==> src/rtl/dram_row_pkg.sv <==
package dram_row_pkg;
   localparam int unsigned ROWS_DEF   = 8;
   localparam int unsigned BND_W_DEF  = 8;
   localparam int unsigned SHIFT_DEF  = 23;
   localparam int unsigned ADDR_W_DEF = 32;
endpackage

==> src/rtl/drow_bnd_regs.sv <==
module drow_bnd_regs #(
   parameter int unsigned NUM_ROWS = dram_row_pkg::ROWS_DEF,
   parameter int unsigned BND_W    = dram_row_pkg::BND_W_DEF,
   parameter int unsigned IDX_W    = $clog2(NUM_ROWS)
) (
   input  logic                             clk,
   input  logic                             rst_n,
   input  logic                             wr_en,
   input  logic [IDX_W-1:0]                 wr_idx,
   input  logic [BND_W-1:0]                 wr_data,
   output logic [NUM_ROWS-1:0][BND_W-1:0]   bnd_o
);
   for (genvar r = 0; r < NUM_ROWS; r++) begin : g_reg
      always_ff @(posedge clk or negedge rst_n) begin
         if (!rst_n)
            bnd_o[r] <= '0;
         else if (wr_en && (wr_idx == IDX_W'(r)))
            bnd_o[r] <= wr_data;
      end
   end
endmodule

==> src/rtl/drow_limit_chain.sv <==
module drow_limit_chain #(
   parameter int unsigned NUM_ROWS = dram_row_pkg::ROWS_DEF,
   parameter int unsigned BND_W    = dram_row_pkg::BND_W_DEF,
   parameter int unsigned SHIFT    = dram_row_pkg::SHIFT_DEF,
   parameter int unsigned ADDR_W   = dram_row_pkg::ADDR_W_DEF
) (
   input  logic [NUM_ROWS-1:0][BND_W-1:0]  bnd_i,
   output logic [NUM_ROWS-1:0][ADDR_W-1:0] lim_o,
   output logic [NUM_ROWS-1:0][ADDR_W-1:0] base_o,
   output logic [NUM_ROWS-1:0][ADDR_W-1:0] last_o,
   output logic [NUM_ROWS-1:0]             empty_o
);
   localparam int unsigned LIM_W = BND_W + SHIFT + 1;
   localparam logic [LIM_W-1:0] TOP_V = {1'b1, {(LIM_W-1){1'b0}}};

   // running limit seen by each row; entry 0 is the bottom of memory
   logic [NUM_ROWS:0][LIM_W-1:0] run;
   assign run[0] = '0;

   for (genvar r = 0; r < NUM_ROWS; r++) begin : g_row
      logic [LIM_W-1:0] raw;
      logic [LIM_W-1:0] eff;
      assign raw        = {1'b0, bnd_i[r], {SHIFT{1'b0}}};
      assign eff        = ((run[r] != '0) && (bnd_i[r] == '0)) ? TOP_V : raw;
      assign empty_o[r] = (eff == run[r]);
      assign run[r+1]   = eff;
      assign lim_o[r]   = ADDR_W'(eff);
      assign base_o[r]  = empty_o[r] ? '0 : ADDR_W'(run[r]);
      assign last_o[r]  = empty_o[r] ? '0 : ADDR_W'(eff - 1'b1);
   end
endmodule

==> src/rtl/drow_match.sv <==
module drow_match #(
   parameter int unsigned NUM_ROWS = dram_row_pkg::ROWS_DEF,
   parameter int unsigned ADDR_W   = dram_row_pkg::ADDR_W_DEF,
   parameter int unsigned IDX_W    = $clog2(NUM_ROWS)
) (
   input  logic [ADDR_W-1:0]               addr_i,
   input  logic [NUM_ROWS-1:0][ADDR_W-1:0] lim_i,
   input  logic [NUM_ROWS-1:0][ADDR_W-1:0] base_i,
   input  logic [NUM_ROWS-1:0]             empty_i,
   output logic                            hit_o,
   output logic [IDX_W-1:0]                row_o
);
   logic [NUM_ROWS-1:0] in_row;

   for (genvar r = 0; r < NUM_ROWS; r++) begin : g_cmp
      assign in_row[r] = !empty_i[r] && (addr_i >= base_i[r]) && (addr_i < lim_i[r]);
   end

   // scan downwards so the lowest matching row is the last one written
   always_comb begin
      hit_o = 1'b0;
      row_o = '0;
      for (int r = NUM_ROWS - 1; r >= 0; r--) begin
         if (in_row[r]) begin
            hit_o = 1'b1;
            row_o = IDX_W'(r);
         end
      end
   end
endmodule

==> src/rtl/dram_row_decoder.sv <==
module dram_row_decoder #(
   parameter int unsigned NUM_ROWS = dram_row_pkg::ROWS_DEF,
   parameter int unsigned BND_W    = dram_row_pkg::BND_W_DEF,
   parameter int unsigned SHIFT    = dram_row_pkg::SHIFT_DEF,
   parameter int unsigned ADDR_W   = dram_row_pkg::ADDR_W_DEF,
   parameter int unsigned IDX_W    = $clog2(NUM_ROWS)
) (
   input  logic                       clk,
   input  logic                       rst_n,
   input  logic                       wr_en,
   input  logic [IDX_W-1:0]           wr_idx,
   input  logic [BND_W-1:0]           wr_data,
   input  logic                       req_valid,
   input  logic [ADDR_W-1:0]          req_addr,
   output logic                       rsp_valid,
   output logic [IDX_W-1:0]           rsp_row,
   output logic                       rsp_hit,
   output logic [NUM_ROWS-1:0]        row_empty,
   output logic [NUM_ROWS*ADDR_W-1:0] row_base,
   output logic [NUM_ROWS*ADDR_W-1:0] row_last
);
   localparam int unsigned LIM_W = BND_W + SHIFT + 1;

   if (NUM_ROWS < 2) begin : g_bad_rows
      $error("dram_row_decoder: NUM_ROWS must be at least 2");
   end
   if (LIM_W > ADDR_W) begin : g_bad_width
      $error("dram_row_decoder: ADDR_W too narrow for the top-of-memory limit");
   end
   if (IDX_W < $clog2(NUM_ROWS)) begin : g_bad_idx
      $error("dram_row_decoder: IDX_W cannot number every row");
   end

   logic [NUM_ROWS-1:0][BND_W-1:0]  bnd;
   logic [NUM_ROWS-1:0][ADDR_W-1:0] lim, base, last;
   logic                            m_hit;
   logic [IDX_W-1:0]                m_row;

   drow_bnd_regs #(.NUM_ROWS(NUM_ROWS), .BND_W(BND_W), .IDX_W(IDX_W)) u_regs (
      .clk(clk), .rst_n(rst_n), .wr_en(wr_en), .wr_idx(wr_idx),
      .wr_data(wr_data), .bnd_o(bnd));

   drow_limit_chain #(.NUM_ROWS(NUM_ROWS), .BND_W(BND_W), .SHIFT(SHIFT),
                      .ADDR_W(ADDR_W)) u_chain (
      .bnd_i(bnd), .lim_o(lim), .base_o(base), .last_o(last), .empty_o(row_empty));

   drow_match #(.NUM_ROWS(NUM_ROWS), .ADDR_W(ADDR_W), .IDX_W(IDX_W)) u_match (
      .addr_i(req_addr), .lim_i(lim), .base_i(base), .empty_i(row_empty),
      .hit_o(m_hit), .row_o(m_row));

   assign row_base = base;
   assign row_last = last;

   always_ff @(posedge clk or negedge rst_n) begin
      if (!rst_n) begin
         rsp_valid <= 1'b0;
         rsp_row   <= '0;
         rsp_hit   <= 1'b0;
      end else begin
         rsp_valid <= req_valid;
         if (req_valid) begin
            rsp_row <= m_row;
            rsp_hit <= m_hit;
         end
      end
   end
endmodule

==> config.mk <==
export PLATFORM = sky130hd
export DESIGN_NAME = dram_row_decoder
export DESIGN_NICKNAME = d
export VERILOG_FILES = /design/src/rtl/dram_row_pkg.sv /design/src/rtl/drow_bnd_regs.sv /design/src/rtl/drow_limit_chain.sv /design/src/rtl/drow_match.sv /design/src/rtl/dram_row_decoder.sv
export SDC_FILE = /design/constraint.sdc
export NUM_CORES = 1
export LEC_CHECK = 0
export ABC_CLOCK_PERIOD_IN_PS = 6450
export BUFFER_PORTS_ARGS = -buffer_cell sky130_fd_sc_hd__buf_2
export CORE_AREA = 2 2 223 225
export DETAILED_ROUTE_END_ITERATION = 10
export DIE_AREA = 0 0 225 227
export PLACE_DENSITY = 0.53
export SLEW_MARGIN = 20
export SYNTH_ARGS = -nofsm -noshare
export SYNTH_HDL_FRONTEND = slang
export SYNTH_SLANG_ARGS = --single-unit
==> constraint.sdc <==
create_clock -name clk -period 6.45 [get_ports clk]
set_input_delay 1.6125 -clock clk [delete_from_list [all_inputs] [get_ports clk]]
set_output_delay 1.6125 -clock clk [all_outputs]
set_load 0.05 [all_outputs]
==> flow_summary.json, run 1 <==
{
  "initial_utilization": 0.235,
  "cts.path.max_buffers": 2,
  "outcome": "completed",
  "synth.distinct_cells": 74,
  "synth-compound-area-share": 0.115,
  "synthAdderAreaFrac": 0.148,
  "ir_drop_uv": 183,
  "cp_max_fo": 33,
  "synthTopCellsByCount": "371 x buf_4, 137 x inv_1, 135 x ha_1",
  "grt-ovfl-total": 0,
  "maxCapViolCount": 0,
  "die_x_um": 225,
  "hp-class": "reg -> reg",
  "insertion_delay_ns": 0.35,
  "io_pins": 572,
  "tns_ns": 0,
  "hold_ws_ns": 0.620,
  "end_kind": "output port",
  "cts.htree.levels": 3,
  "p_per_area_nw_per_um2": 339,
  "yosysWarnings": 0,
  "cp.required_ns": 4.84,
  "syn_avg_cell_area_um2": 7.60,
  "r2r_cells": 20,
  "synth-simple-area-share": 0.173,
  "fin_nets": 1855,
  "synth_top_family_by_area": "buffers and inverters",
  "critical_path_arrival_ns": 4.43,
  "synth_area_um2": 11400,
  "r2r_end": "rsp_row[2]$_DFFE_PN0P_",
  "synth_edf_count": 0,
  "setup_viol": 0,
  "place_hpwl_um": 34900,
  "slew_headroom": 0.317,
  "endpoint": "row_last[191]",
  "postCtsHoldBufs": 0,
  "drtIter0Drc": 705,
  "gr-usage-all-layers": 0.162,
  "route.detailed.wl_per_inst_um": 19.0,
  "numCtsBuffers": 9,
  "cts_post_setup_buffers_inserted": 0,
  "r2r_slack_ns": 0.68,
  "dr_total_vias": 10265,
  "ctsResizeCount": 0,
  "ys_ff_latch": 69,
  "cp-startpoint": "u_regs.bnd_o[16]$_DFFE_PN0P_",
  "grt_max_degree": 57,
  "area_growth_pct": 7.37,
  "synthXorXnorAreaFrac": 0.0685,
  "worstMarginPinSlew_ns": 1.02,
  "synth_top_area_share": 0.245,
  "holdPathStages": 2,
  "rows": 81,
  "n_antenna_cell": 0,
  "antenna_found_initial": 5,
  "final.min_clock_period_ns": 6.04,
  "fin_crit_sh": 0.937,
  "cts.reportedPaths.clkPinSlew_ns": 0.07,
  "cts_sinks": 69,
  "drv_slew": 0,
  "layout-drive-gt1-share": 0.278,
  "grt_pass1_wl_um": 60900,
  "yosysTopAreaCell": "buf_4",
  "timing.fmax_mhz": 166,
  "coreArea_um2": 48500,
  "cts_root_buf": "clkbuf_16",
  "leakage_nw": 6.20,
  "rsz0062_at_grt": "no",
  "firstDrtPassIters": 5,
  "min_from": "rsp_row[2]$_DFFE_PN0P_",
  "yosys-mux-area-fraction": 0.0325,
  "synth_ff_type": "dfrtp_1",
  "ant_nets": 0,
  "io_buffers": 376,
  "start_kind": "flip-flop",
  "netlist_top_cells_area": "buf_4 24%, dfrtp_1 15%, ha_1 15%",
  "synth_seq_area_share": 0.152,
  "yosysMostFrequentCell": "buf_4",
  "finalClockSkew_ns": 0.0102,
  "hold_viol": 0,
  "critPathKind": "reg -> out",
  "synth_async_sr_flop_share": 1.00,
  "via_per_inst": 4.46,
  "grt_pass1_vias": 9180,
  "die_area_um2": 51100,
  "routed_wl_um": 43700,
  "die-height_um": 227,
  "cts_tree": "yes",
  "reg2reg_from": "u_regs.bnd_o[0]$_DFFE_PN0P_",
  "drc": 0,
  "place.gp.congestion": 0.840,
  "syn-instance-count": 1497
}
==> report_power, final <==
group	switching, mW	total [mW]	internal (mW)
logic	2.16	2.88	0.716
clock network	0.221	0.524	0.303
registers	0.213	0.738	0.525
==> worst min path at each step <==
stage / to
6_report: rsp_row[2]$_DFFE_PN0P_
5_1_grt: rsp_row[2]$_DFFE_PN0P_
4_1_cts: u_regs.bnd_o[57]$_DFFE_PN0P_
3_5_place_dp: u_regs.bnd_o[57]$_DFFE_PN0P_
3_3_place_gp: u_regs.bnd_o[40]$_DFFE_PN0P_
2_1_floorplan: u_regs.bnd_o[57]$_DFFE_PN0P_
==> metrics by stage <==
stage,utilization,cell area (um2),std cells,setup slack (ns),total power [mW]
2_1_floorplan,-,12100,1691,0.0826,3.02
3_3_place_gp,0.246,11900,2284,0.952,3.62
3_5_place_dp,0.246,11900,2284,0.832,3.64
4_1_cts,0.252,12200,2300,0.485,4.18
5_1_grt,0.252,12200,2300,0.111,4.41
6_report,0.252,12200,2300,0.410,4.14
==> registers in the layout, indices dropped and copies added (netlist names) <==
register,cells
rsp_row,3
rsp_valid,1
u_regs.bnd_o,64
rsp_hit,1
==> worst max-delay path, cell delays in order (launching register included) <==
cell and delay [ns]:
dfrtp_1 0.46, inv_1 0.15, ha_1 0.19, nor2b_1 0.26, and3_1 0.23, a21boi_2 0.42, inv_1 0.34, a31oi_2 0.51
o32a_1 0.24, or4_4 0.30, inv_1 0.26, nor3_1 0.35, buf_2 0.34
==> layout make-up <==
cell class,instances,area [um2]
Inverter,140,526
Multi-Input combinational cell,1056,6860
Sequential cell,69,1730
Tap cell,622,778
Clock buffer,10,229
Clock inverter,6,68.8
Timing Repair Buffer,397,2040
Fill cell,5366,36300
==> routing by layer <==
layer | up-vias | global-route usage | routed length, um
li1 | 4792 | - | -
met1 | 4885 | 0.207 | 18300
met2 | 504 | 0.278 | 21100
met3 | 78 | 0.0276 | 2900
met4 | 6 | 0.0517 | 1280
met5 | - | 0 | 32
==> cells by family after synthesis <==
logic type                 Yosys count
AOI/OAI and AO/OA                  203
muxes                               33
DFF                                 69
and+or+nand+nor                    401
xor gates and xnor gates            89
other                                1
adders and majority gates          135
buffers and inverters              566
==> placed cells by master (no fill, tap or decap), types with 21 or more instances in the layout <==
| cell | Yosys | routed |
|---|---|---|
| mux2_2 | 32 | 32 |
| buf_4 | 371 | 21 |
| nor4_1 | 24 | 24 |
| xnor2_1 | 65 | 65 |
| a21oi_1 | 42 | 42 |
| nor2_1 | 108 | 108 |
| o21ai_0 | 77 | 77 |
| nand3_1 | 30 | 30 |
| nand4_1 | 25 | 25 |
| ha_1 | 135 | 135 |
| nor3_1 | 27 | 26 |
| inv_1 | 137 | 137 |
| buf_2 | 6 | 376 |
| dfrtp_1 | 69 | 69 |
| xor2_1 | 24 | 24 |
| conb_1 | 1 | 195 |
| nand2_1 | 114 | 114 |
No activity file was read; power rests on OpenSTA's default activity.
==> inputs of run 2 (changes only) <==
- CORE_AREA: 2 2 223 225 -> 2 2 224 226
- DIE_AREA: 0 0 225 227 -> 0 0 226 228
- GPL_ROUTABILITY_DRIVEN: default -> 0
- PLACE_DENSITY: 0.53 -> 0.52
==> run 2 against run 1 <==
Highest routed layer unchanged. Clock power decreased by 10%. Largest power group unchanged. Die area increased by 0.89%. Register-to-register slack improved by 0.14 ns. Critical path type unchanged.
==> flow_summary.json, run 2 (same netlist as run 1, synthesis figures left out) <==
{
  "hold_ws_ns": 0.614,
  "io_pins": 572,
  "die_area_um2": 51500,
  "maxCapViolCount": 0,
  "worstMarginPinSlew_ns": 1.05,
  "fin_nets": 1853,
  "tns_ns": 0,
  "power_frac_comb": 0.704,
  "antenna_found_initial": 6,
  "place_hpwl_um": 34200,
  "cp_max_fo": 33,
  "ant_nets": 0,
  "drv_slew": 0,
  "cts.reportedPaths.clkPinSlew_ns": 0.06,
  "ctsResizeCount": 0,
  "end_kind": "output port",
  "r2r_slack_ns": 0.82,
  "min_from": "u_regs.bnd_o[63]$_DFFE_PN0P_",
  "initial_utilization": 0.231,
  "r2r_end": "rsp_row[2]$_DFFE_PN0P_",
  "rows": 82,
  "ir_drop_uv": 282,
  "largest_register": "u_regs.bnd_o",
  "slew_headroom": 0.301,
  "layout.cells.most_common": "buf_2",
  "cts_sinks": 69,
  "final_cell_mix": "376 x buf_2, 195 x conb_1, 137 x inv_1, 135 x ha_1, 114 x nand2_1",
  "cts.path.max_buffers": 2,
  "final.min_clock_period_ns": 5.92,
  "top_regs": "u_regs.bnd_o x64, rsp_row x3",
  "grt_pass1_vias": 9280,
  "critPathKind": "reg -> out",
  "cts_post_setup_buffers_inserted": 0,
  "cts_root_buf": "clkbuf_16",
  "p_switching_mw": 2.59,
  "switching_share": 0.634,
  "start_kind": "flip-flop",
  "drtIter0Drc": 587,
  "numCtsBuffers": 9,
  "grt_pass1_wl_um": 61300,
  "cts_tree": "yes",
  "holdPathStages": 1,
  "postCtsHoldBufs": 0,
  "rsz0062_at_grt": "no",
  "hold_viol": 0,
  "setup_viol": 0,
  "die_x_um": 226,
  "p_per_area_nw_per_um2": 334,
  "hp-class": "reg -> reg",
  "grt-ovfl-total": 0,
  "dr_total_vias": 10002,
  "drc": 0,
  "min_to": "u_regs.bnd_o[63]$_DFFE_PN0P_",
  "r2r_cells": 20,
  "finalClockSkew_ns": 0.0111,
  "layout.cells.non_filler": 2348,
  "intPower_mw": 1.50,
  "outcome": "completed",
  "leakage_nw": 6.18,
  "reg2reg_from": "u_regs.bnd_o[0]$_DFFE_PN0P_",
  "coreArea_um2": 49300,
  "timing.fmax_mhz": 169,
  "via_per_inst": 4.26,
  "grt_max_degree": 69,
  "area_growth_pct": 7.61,
  "fin_crit_sh": 0.919,
  "clkPwrFrac": 0.115,
  "cp.required_ns": 4.84,
  "cts.htree.levels": 3,
  "gr-usage-all-layers": 0.159,
  "firstDrtPassIters": 5,
  "routed_wl_um": 42700,
  "route.detailed.wl_per_inst_um": 18.2,
  "critical_path_arrival_ns": 4.31,
  "seqPwrFrac": 0.180,
  "largest_reg_flops": 64,
  "layout-drive-gt1-share": 0.277,
  "io_buffers": 376,
  "placed_cells": 2332,
  "die-height_um": 228,
  "insertion_delay_ns": 0.35
}
-- run 2: cell types whose count changed in the layout (fill, tap and decap cells not counted), sizes merged --
cell    before  now
clkinv       5    7
bufinv       1    0
inv        139  138
diode        0    1
buf        397  395
clkbuf      10    9
-- run 2: worst max-delay path by stage --
stage / start / to / slack, ns / cells past startpoint
floorplan: u_regs.bnd_o[35]$_DFFE_PN0P_ / rsp_row[2]$_DFFE_PN0P_ / 0.08 / 21
global placement: u_regs.bnd_o[17]$_DFFE_PN0P_ / row_base[215] / 0.89 / 13
detailed placement: u_regs.bnd_o[0]$_DFFE_PN0P_ / rsp_row[2]$_DFFE_PN0P_ / 0.75 / 20
CTS: u_regs.bnd_o[16]$_DFFE_PN0P_ / row_base[215] / 0.43 / 13
global route: u_regs.bnd_o[16]$_DFFE_PN0P_ / row_base[215] / 0.13 / 13
finish: u_regs.bnd_o[0]$_DFFE_PN0P_ / row_last[191] / 0.53 / 12
-- run 2: worst max-delay path: stages (launching register included) --
cell	delay, ns
dfrtp_1	0.43
inv_1	0.14
ha_1	0.19
or3b_1	0.50
o21ai_2	0.23
a21boi_2	0.16
inv_1	0.39
a31oi_4	0.22
o32a_1	0.39
or4_4	0.59
inv_1	0.33
nor3_1	0.14
buf_2	0.24
-- run 2: power by group through the flow --
| stage | sequential, mW | combinational [mW] | clock (mW) |
|---|---|---|---|
| floorplan | 0.625 | 2.40 | 0 |
| global placement | 0.738 | 2.88 | 0 |
| detailed placement | 0.744 | 2.90 | 0 |
| CTS | 0.737 | 2.91 | 0.480 |
| global route | 0.754 | 3.11 | 0.493 |
| finish | 0.738 | 2.88 | 0.471 |
-- run 2: area by class of cell --
type / instances / area, um2
Fill cell: 5531 / 37100
Clock buffer: 9 / 225
Clock inverter: 6 / 40.0
Timing Repair Buffer: 395 / 2020
Sequential cell: 69 / 1730
Inverter: 140 / 526
Multi-Input combinational cell: 1056 / 6870
Antenna cell: 1 / 2.50
Tap cell: 672 / 841
-- run 2: through the flow --
| stage | area [um2] | utilization | setup slack (ns) | power (mW) |
|---|---|---|---|---|
| floorplan | 12100 | - | 0.0826 | 3.02 |
| global placement | 12000 | 0.243 | 0.889 | 3.62 |
| detailed placement | 12000 | 0.243 | 0.753 | 3.64 |
| CTS | 12200 | 0.248 | 0.433 | 4.12 |
| global route | 12200 | 0.248 | 0.128 | 4.35 |
| finish | 12300 | 0.248 | 0.525 | 4.09 |
-- run 2: layer usage --
metal,wire (um),global-route usage
met1,18800,0.206
met2,20600,0.272
met3,2270,0.0220
met4,1060,0.0466
met5,29,0
==> inputs of run 3 (changes only) <==
- ABC_CLOCK_PERIOD_IN_PS: 6450 -> 6800
- CTS_CLUSTER_SIZE: default -> 25
- RECOVER_POWER: default -> 50
- clock period: 6.45 -> 6.8 ns (I/O delays scaled with it)
==> run 3 against run 2 <==
The flow now finishes with violations (max-capacitance violations, max-slew violations). Design area shrank 1.3%. Routed wire length is 0.91% lower. Register-to-register slack better by 0.35 ns. Via count is 1.0% higher. Core utilization is 0.33 points lower. Clock skew grew 0.0034 ns. Worst hold slack worse by 0.086 ns. First-iteration DRC count is 9.2% lower. Sequential power fell by 3.0%.
==> flow_summary.json, run 3 (same netlist as run 1, synthesis figures left out) <==
{
  "n_antenna_cell": 0,
  "cts.path.max_buffers": 2,
  "layout.cells.most_common": "buf_2",
  "final.min_clock_period_ns": 6.02,
  "io_pins": 572,
  "grt_pass1_wl_um": 61000,
  "worstMarginPinSlew_ns": 3.86,
  "setup_viol": 0,
  "numCtsBuffers": 9,
  "tns_ns": 0,
  "drtIter0Drc": 533,
  "gr-usage-all-layers": 0.158,
  "maxCapViolCount": 3,
  "dr_total_vias": 10105,
  "p_per_area_nw_per_um2": 322,
  "failed_checks": "max-capacitance violations, max-slew violations",
  "largest_reg_flops": 64,
  "cts.reportedPaths.clkPinSlew_ns": 0.06,
  "cts_post_setup_buffers_inserted": 0,
  "drv_slew": 103,
  "critical_path_arrival_ns": 4.32,
  "ant_nets": 0,
  "multi_input_area_um2": 6850,
  "end_kind": "output port",
  "outcome": "finished with violations",
  "insertion_delay_ns": 0.35,
  "grt_pass1_vias": 9408,
  "regArea_um2": 1730,
  "route.detailed.wl_per_inst_um": 18.1,
  "cts_sinks": 69,
  "routed_wl_um": 42300,
  "fin_crit_sh": 0.886,
  "final_cell_mix": "279 x buf_2, 195 x conb_1, 137 x inv_1, 135 x ha_1, 114 x nand2_1",
  "timing.fmax_mhz": 166,
  "coreArea_um2": 49300,
  "cp-startpoint": "u_regs.bnd_o[1]$_DFFE_PN0P_",
  "fin_nets": 1849,
  "rsz0062_at_grt": "no",
  "top_regs": "u_regs.bnd_o x64, rsp_row x3",
  "place_hpwl_um": 33900,
  "grt_max_degree": 69,
  "cp_max_fo": 33,
  "drc": 0,
  "cts_tree": "yes",
  "r2r_slack_ns": 1.17,
  "layout-drive-gt1-share": 0.213,
  "slew_headroom": -1.58,
  "largest_register": "u_regs.bnd_o",
  "reg2reg_from": "u_regs.bnd_o[16]$_DFFE_PN0P_",
  "start_kind": "flip-flop",
  "rows": 82,
  "postCtsHoldBufs": 0,
  "critPathKind": "reg -> out",
  "die_area_um2": 51500,
  "grt-ovfl-total": 0,
  "ctsResizeCount": 0,
  "initial_utilization": 0.231,
  "r2r_end": "rsp_row[2]$_DFFE_PN0P_",
  "hp-class": "reg -> reg",
  "antenna_found_initial": 4,
  "die_x_um": 226,
  "n_fill_cell": 5559,
  "firstDrtPassIters": 7,
  "finalPower_mw": 3.89,
  "via_per_inst": 4.31,
  "hold_viol": 0,
  "r2r_cells": 21,
  "io_buffers": 376,
  "cts_root_buf": "clkbuf_16",
  "cp.required_ns": 5.10,
  "die-height_um": 228,
  "area_growth_pct": 6.17,
  "endpoint": "row_base[183]",
  "finalClockSkew_ns": 0.0145,
  "cts.htree.levels": 3,
  "leakage_nw": 5.98,
  "ir_drop_uv": 202
}
## run 3: cell types whose count changed in the layout (fill, tap and decap cells not counted), sizes merged
cell	previous run	this run
diode	1	0
bufinv	0	1
buf	395	288
inv	138	139
clkinvlp	1	0
clkbuf	9	112
## run 3: worst min path at each step
stage | endpoint | start | slack, ns | cells after the start
final | rsp_row[2]$_DFFE_PN0P_ | rsp_row[2]$_DFFE_PN0P_ | 0.53 | 2
after global routing | rsp_row[2]$_DFFE_PN0P_ | rsp_row[2]$_DFFE_PN0P_ | 0.57 | 2
after CTS | rsp_row[2]$_DFFE_PN0P_ | rsp_row[2]$_DFFE_PN0P_ | 0.52 | 2
after detailed placement | rsp_row[2]$_DFFE_PN0P_ | rsp_row[2]$_DFFE_PN0P_ | 0.50 | 2
after global placement | rsp_row[2]$_DFFE_PN0P_ | rsp_row[2]$_DFFE_PN0P_ | 0.50 | 2
after floorplan | u_regs.bnd_o[57]$_DFFE_PN0P_ | u_regs.bnd_o[57]$_DFFE_PN0P_ | 0.54 | 1
## run 3: through the flow
step / area [um2] / utilization / instances / hold WS [ns] / setup WS (ns)
finish: 12100 / 0.245 / 2344 / 0.528 / 0.778
global route: 12100 / 0.245 / 2344 / 0.566 / 0.395
CTS: 12200 / 0.248 / 2344 / 0.519 / 0.738
detailed placement: 11900 / 0.242 / 2328 / 0.498 / 1.10
global placement: 11900 / 0.242 / 2328 / 0.495 / 1.32
floorplan: 12100 / - / 1691 / 0.545 / 0.353
## run 3: area by class of cell
| class | instances | area share |
|---|---|---|
| well taps | 672 | 0.0696 |
| flip-flops and latches | 69 | 0.143 |
| repair buffers | 391 | 0.153 |
| inverters | 140 | 0.0435 |
| clock inverters | 7 | 0.00590 |
| clock buffers | 9 | 0.0186 |
| multi-input cells | 1056 | 0.566 |
## run 3: report_power, final
group / internal, mW / switching (mW) / total, mW
Combinational: 0.653 / 2.03 / 2.68
Clock: 0.286 / 0.204 / 0.490
Sequential: 0.498 / 0.218 / 0.716
## run 3: routing by layer
metal	vias up	wire length, um	track usage
met5	-	23	0
met4	4	1150	0.0490
met3	60	2120	0.0173
met2	412	20500	0.271
met1	4847	18500	0.206
li1	4782	-	-
## run 3: worst max-delay path: stages (launching register included)
cell and delay, ns:
dfrtp_1 0.43, inv_1 0.12, ha_1 0.18, or3b_1 0.49
o21ai_2 0.24, a21boi_2 0.16, inv_1 0.36, a31oi_2 0.28
o32a_1 0.40, or4_4 0.59, inv_1 0.36, nor3_1 0.12
buf_2 0.24
